[src/rtl/deframer_pkg.sv]
package deframer_pkg;

    localparam int FLIT_W = 16;
    localparam int TGT_W  = 2;
    localparam int OFS_W  = 10;
    localparam int ACT_W  = 3;
    localparam int OP_W   = 3;
    localparam int KIND_W = 3;

    // header sub-field positions that the prefix decode depends on
    localparam int MSB      = FLIT_W - 1;
    localparam int SUB_HI   = 10;
    localparam int SUB_LO   = 9;
    localparam logic [1:0] INLINE_SUB = 2'b10;

    typedef enum logic [KIND_W-1:0] {
        TK_MEM    = 3'd0,
        TK_DYAD   = 3'd1,
        TK_MONAD  = 3'd2,
        TK_INLINE = 3'd3,
        TK_CTRL   = 3'd4
    } tok_kind_e;

    typedef struct packed {
        tok_kind_e             kind;
        logic [TGT_W-1:0]      target;
        logic [OFS_W-1:0]      offset;
        logic [ACT_W-1:0]      act;
        logic                  port;
        logic [OP_W-1:0]       op;
        logic [FLIT_W-1:0]     data;
    } token_t;

    // Variable-length prefix: 1 / 00 / 010 / 011+subcode
    function automatic tok_kind_e classify(input logic [FLIT_W-1:0] h);
        tok_kind_e k;
        if (h[MSB])
            k = TK_MEM;
        else if (!h[MSB-1])
            k = TK_DYAD;
        else if (!h[MSB-2])
            k = TK_MONAD;
        else if (h[SUB_HI:SUB_LO] == INLINE_SUB)
            k = TK_INLINE;
        else
            k = TK_CTRL;
        return k;
    endfunction

    function automatic logic is_single(input tok_kind_e k);
        return (k == TK_INLINE);
    endfunction

    function automatic token_t decode_header(input logic [FLIT_W-1:0] h);
        token_t t;
        t        = '0;
        t.kind   = classify(h);
        t.target = h[12:11];
        unique case (t.kind)
            TK_MEM: begin
                t.target = h[14:13];
                t.op     = h[12:10];
                t.offset = h[9:0];
            end
            TK_DYAD: begin
                t.port   = h[13];
                t.offset = {2'b00, h[10:3]};
                t.act    = h[2:0];
            end
            TK_MONAD: begin
                t.offset = {2'b00, h[10:3]};
                t.act    = h[2:0];
            end
            TK_INLINE: begin
                t.offset = {3'b000, h[8:2]};
            end
            default: begin
                t.op     = {1'b0, h[10:9]};
                t.offset = {1'b0, h[8:0]};
            end
        endcase
        return t;
    endfunction

endpackage

[src/rtl/df_header_decode.sv]
module df_header_decode
    import deframer_pkg::*;
(
    input  logic [FLIT_W-1:0] flit,
    output token_t            hdr_tok,
    output logic              hdr_single
);
    always_comb begin
        hdr_tok    = decode_header(flit);
        hdr_single = is_single(hdr_tok.kind);
    end
endmodule

[src/rtl/df_seq.sv]
module df_seq
    import deframer_pkg::*;
(
    input  logic              clk,
    input  logic              rst,
    input  logic              accept,
    input  logic [FLIT_W-1:0] flit,
    input  token_t            hdr_tok,
    input  logic              hdr_single,
    output logic              load,
    output token_t            load_tok
);
    typedef enum logic {ST_HEADER = 1'b0, ST_DATA = 1'b1} st_e;

    st_e    state_q;
    token_t pend_q;

    always_ff @(posedge clk) begin
        if (rst) begin
            state_q <= ST_HEADER;
            pend_q  <= '0;
        end else if (accept) begin
            if (state_q == ST_HEADER) begin
                if (!hdr_single) begin
                    pend_q  <= hdr_tok;
                    state_q <= ST_DATA;
                end
            end else begin
                state_q <= ST_HEADER;
            end
        end
    end

    always_comb begin
        load     = 1'b0;
        load_tok = hdr_tok;
        if (accept) begin
            if (state_q == ST_HEADER) begin
                load = hdr_single;
            end else begin
                load          = 1'b1;
                load_tok      = pend_q;
                load_tok.data = flit;
            end
        end
    end
endmodule

[src/rtl/df_out_reg.sv]
module df_out_reg
    import deframer_pkg::*;
(
    input  logic   clk,
    input  logic   rst,
    input  logic   load,
    input  token_t load_tok,
    input  logic   out_ready,
    output logic   out_valid,
    output token_t out_tok,
    output logic   can_take
);
    always_ff @(posedge clk) begin
        if (rst) begin
            out_valid <= 1'b0;
            out_tok   <= '0;
        end else if (load) begin
            out_valid <= 1'b1;
            out_tok   <= load_tok;
        end else if (out_ready) begin
            out_valid <= 1'b0;
        end
    end

    assign can_take = !out_valid || out_ready;
endmodule

[src/rtl/token_deframer.sv]
module token_deframer
    import deframer_pkg::*;
(
    input  logic              clk,
    input  logic              rst,
    input  logic              flit_valid,
    output logic              flit_ready,
    input  logic [FLIT_W-1:0] flit_data,
    output logic              tok_valid,
    input  logic              tok_ready,
    output logic [KIND_W-1:0] tok_kind,
    output logic [TGT_W-1:0]  tok_target,
    output logic [OFS_W-1:0]  tok_offset,
    output logic [ACT_W-1:0]  tok_act,
    output logic              tok_port,
    output logic [OP_W-1:0]   tok_op,
    output logic [FLIT_W-1:0] tok_data
);
    token_t hdr_tok, load_tok, out_tok;
    logic   hdr_single, load, accept, can_take;

    assign accept     = flit_valid && can_take;
    assign flit_ready = can_take;

    df_header_decode u_dec (
        .flit       (flit_data),
        .hdr_tok    (hdr_tok),
        .hdr_single (hdr_single)
    );

    df_seq u_seq (
        .clk        (clk),
        .rst        (rst),
        .accept     (accept),
        .flit       (flit_data),
        .hdr_tok    (hdr_tok),
        .hdr_single (hdr_single),
        .load       (load),
        .load_tok   (load_tok)
    );

    df_out_reg u_out (
        .clk       (clk),
        .rst       (rst),
        .load      (load),
        .load_tok  (load_tok),
        .out_ready (tok_ready),
        .out_valid (tok_valid),
        .out_tok   (out_tok),
        .can_take  (can_take)
    );

    assign tok_kind   = out_tok.kind;
    assign tok_target = out_tok.target;
    assign tok_offset = out_tok.offset;
    assign tok_act    = out_tok.act;
    assign tok_port   = out_tok.port;
    assign tok_op     = out_tok.op;
    assign tok_data   = out_tok.data;
endmodule

[config.mk]
export PLATFORM = sky130hd
export DESIGN_NAME = token_deframer
export DESIGN_NICKNAME = d
export VERILOG_FILES = /design/src/rtl/deframer_pkg.sv /design/src/rtl/df_header_decode.sv /design/src/rtl/df_seq.sv /design/src/rtl/df_out_reg.sv /design/src/rtl/token_deframer.sv
export SDC_FILE = /design/constraint.sdc
export NUM_CORES = 1
export LEC_CHECK = 0
export BUFFER_PORTS_ARGS = -buffer_cell sky130_fd_sc_hd__clkbuf_2
export CAP_MARGIN = 30
export CORE_UTILIZATION = 41
export DETAILED_ROUTE_END_ITERATION = 8
export HOLD_SLACK_MARGIN = 0.05
export PLACE_DENSITY = 0.7
export SLEW_MARGIN = 10
export SYNTH_ARGS = -nofsm -noshare
export SYNTH_HDL_FRONTEND = slang
export SYNTH_SLANG_ARGS = --single-unit
[constraint.sdc]
create_clock -name clk -period 2.9 [get_ports clk]
set_input_delay 0.58 -clock clk [delete_from_list [all_inputs] [get_ports clk]]
set_output_delay 0.58 -clock clk [all_outputs]
set_load 0.01 [all_outputs]
==> metrics.csv <==
metric,value,unit
hold_viol_final,0,
nFillCells,578,
avgViaCountPerCell,5.694,
min_path_type,reg2reg,
core,6096,um^2
yosysTopAreaCellShare,46.62,%
multi_input_area,1251,um^2
finClkSkew,0.006840,ns
m1WireLength,3008,um
final_area,3138,um^2
start_util,43.68,%
topRoutingLayerUsed,met4,
synth-main-ff-cell,dfxtp_1,
ant_nets,0,
setup_tns,0,ns
yosysSeqAreaShare,46.62,%
rsz0062_at_grt,no,
cts_resized,0,
ys_seq_elements,62,
outcome,"finished, final reports clean",
vdd_drop_max,316.4,uV
numCtsBuffers,9,
drt-pass1-iter-count,4,
path_clk_slew,0.07,ns
nets,363,
dieArea,6820,um^2
root_buffer,clkbuf_8,
met3_length,329,um
antenna_found_initial,0,
grt_first_pass_wirelength,10910,um
min_period,1.967,ns
post_dp_cell_area,2949,um^2
tritoncts,yes,
start_kind,flop,
area_delta_synth_final,17.86,%
regArea,1241,um^2
wl_per_cell,15.98,um
avgSynthCellArea,9.181,um^2
utilization,51.48,%
ys_top_cells_by_count,"62 x dfxtp_1, 37 x nand2_1, 24 x a21oi_1",
io_buffers,59,
drive_above_1_share,25.65,%
row_count,28,
worstSkewPairLatency,0.35,ns
synthesis.instances,290,
grt_max_degree,27,
die_x,82.59,um
required,3.18,ns
ctsHoldBuffers,0,
worst_pin_slew,0.6536,ns
cts_buffer_depth,2,
fmax,0.5084,GHz
synth_nets,310,
diodes,0,
gp_congestion,0.8198,
io_pins,60,
slew_headroom,56.32,%
first_global_vias,2256,
path_class,reg2reg,
syn_area,2663,um^2
yosys.area.top_type,dfxtp_1,
synth-warning-count,0,
cp_max_fo,15,
synth_cell_types,48,
routed_wl,6744,um
p_leak,1.255,nW
hpwlAfterDp,4734,um
whs,0.4550,ns
finalCritPeriodShare,67.82,%
synthArstFlopShare,0,%
yosys-top-cells-area,"dfxtp_1 47%, a22o_1 5.3%, nand2_1 5.2%",
cts_htree_levels,3,
cts_sinks,62,
setup_viol,0,
drtIter0Drc,137,
worstSetupEndpointType,flop,
max-cap-violations,0,
p_per_area,620.4,nW/um^2
overflow,0,
synth_edf_count,0,
vias,2403,
arrival,2.25,ns
cts_setup_buffers,0,
yosysMostFrequentCell,dfxtp_1,
dieHeight,82.59,um
drcViolationCount,0,
grtUsageTotal,21.75,%
met2_length,3258,um
maxSlewViolCount,0,
-- report_power, final --
part           switching (W)  internal [W]
Combinational       0.000171     0.0000991
Clock               0.000338      0.000413
Sequential         0.0000260      0.000901
-- final cells by class --
| cell class | count | share of cell area, % |
|---|---|---|
| Clock buffer | 11 | 4.506 |
| Sequential cell | 62 | 39.55 |
| Inverter | 6 | 0.7177 |
| Multi-Input combinational cell | 199 | 39.87 |
| Tap cell | 75 | 2.990 |
| Timing Repair Buffer | 65 | 10.85 |
| Clock inverter | 4 | 1.515 |
-- path summary, 6_finish.rpt --
check                                      from                       endpoint  slack, ns  cells past startpoint
hold / removal    u_seq.pend_q[35]$_SDFFE_PP0P_  u_seq.pend_q[35]$_SDFFE_PP0P_       0.46                      2
setup / recovery     u_seq.state_q$_SDFFE_PP0P_  u_seq.pend_q[21]$_SDFFE_PP0P_       0.93                      5
setup reg to reg     u_seq.state_q$_SDFFE_PP0P_  u_seq.pend_q[21]$_SDFFE_PP0P_       0.93                      5
hold reg to reg   u_seq.pend_q[35]$_SDFFE_PP0P_  u_seq.pend_q[35]$_SDFFE_PP0P_       0.46                      2
-- cell families after synthesis --
family | Yosys count | share of synthesized area (%)
DFF | 62 | 46.62
AOI/OAI and AO/OA | 111 | 29.94
muxes | 2 | 0.7519
and+or+nand+nor | 86 | 16.31
buffers and inverters | 29 | 6.391
-- cell usage in the layout, fill, tap and decap left out, types with 2 or more instances in the layout --
cell type  synthesis  layout
nand2_1           37      37
o311ai_1           3       3
nor3_1             6       6
nand4_1            2       2
clkinv_2           0       2
nor2_1             9       9
a21oi_1           24      24
nand3_1           14      14
clkbuf_8           0      10
nand2b_1           5       5
dfxtp_1           62      62
a22o_1            16      16
o221ai_1           5       5
o211ai_1          13      13
o21ai_0           15      15
o22a_1             2       2
mux2i_1            2       2
or3_1              5       5
o21a_1             5       5
clkbuf_2           1      59
buf_4              4       6
inv_1              5       5
o22ai_1           10      10
o2111ai_1          3       3
a211oi_2           2       2
-- layer usage --
| metal | up-vias | global-route usage (%) |
|---|---|---|
| met5 | - | 0 |
| met4 | 0 | 9.828 |
| met3 | 15 | 5.824 |
| met2 | 62 | 35.70 |
| met1 | 1147 | 26.57 |
| li1 | 1179 | - |
-- metrics by stage --
stage | total power, W | cells | setup WS, ns
6_report | 0.001947 | 422 | 0.9331
5_1_grt | 0.002021 | 422 | 0.7848
4_1_cts | 0.001957 | 422 | 0.9411
3_5_place_dp | 0.001216 | 407 | 0.7256
3_3_place_gp | 0.001210 | 407 | 0.8099
2_1_floorplan | 0.001131 | 290 | 1.178
-- worst max-delay path: stages (launching register included) --
cell	delay, ns
dfxtp_1	0.36
inv_1	0.40
o2111a_1	0.61
buf_4	0.28
nand3_1	0.10
a21oi_1	0.15
-- registers in the layout, summed over array words and instances (netlist names) --
| signal | cells |
|---|---|
| u_out.out_valid | 1 |
| u_out.out_tok | 38 |
| u_seq.state_q | 1 |
| u_seq.pend_q | 22 |
Power figures use the tool's default switching activity.
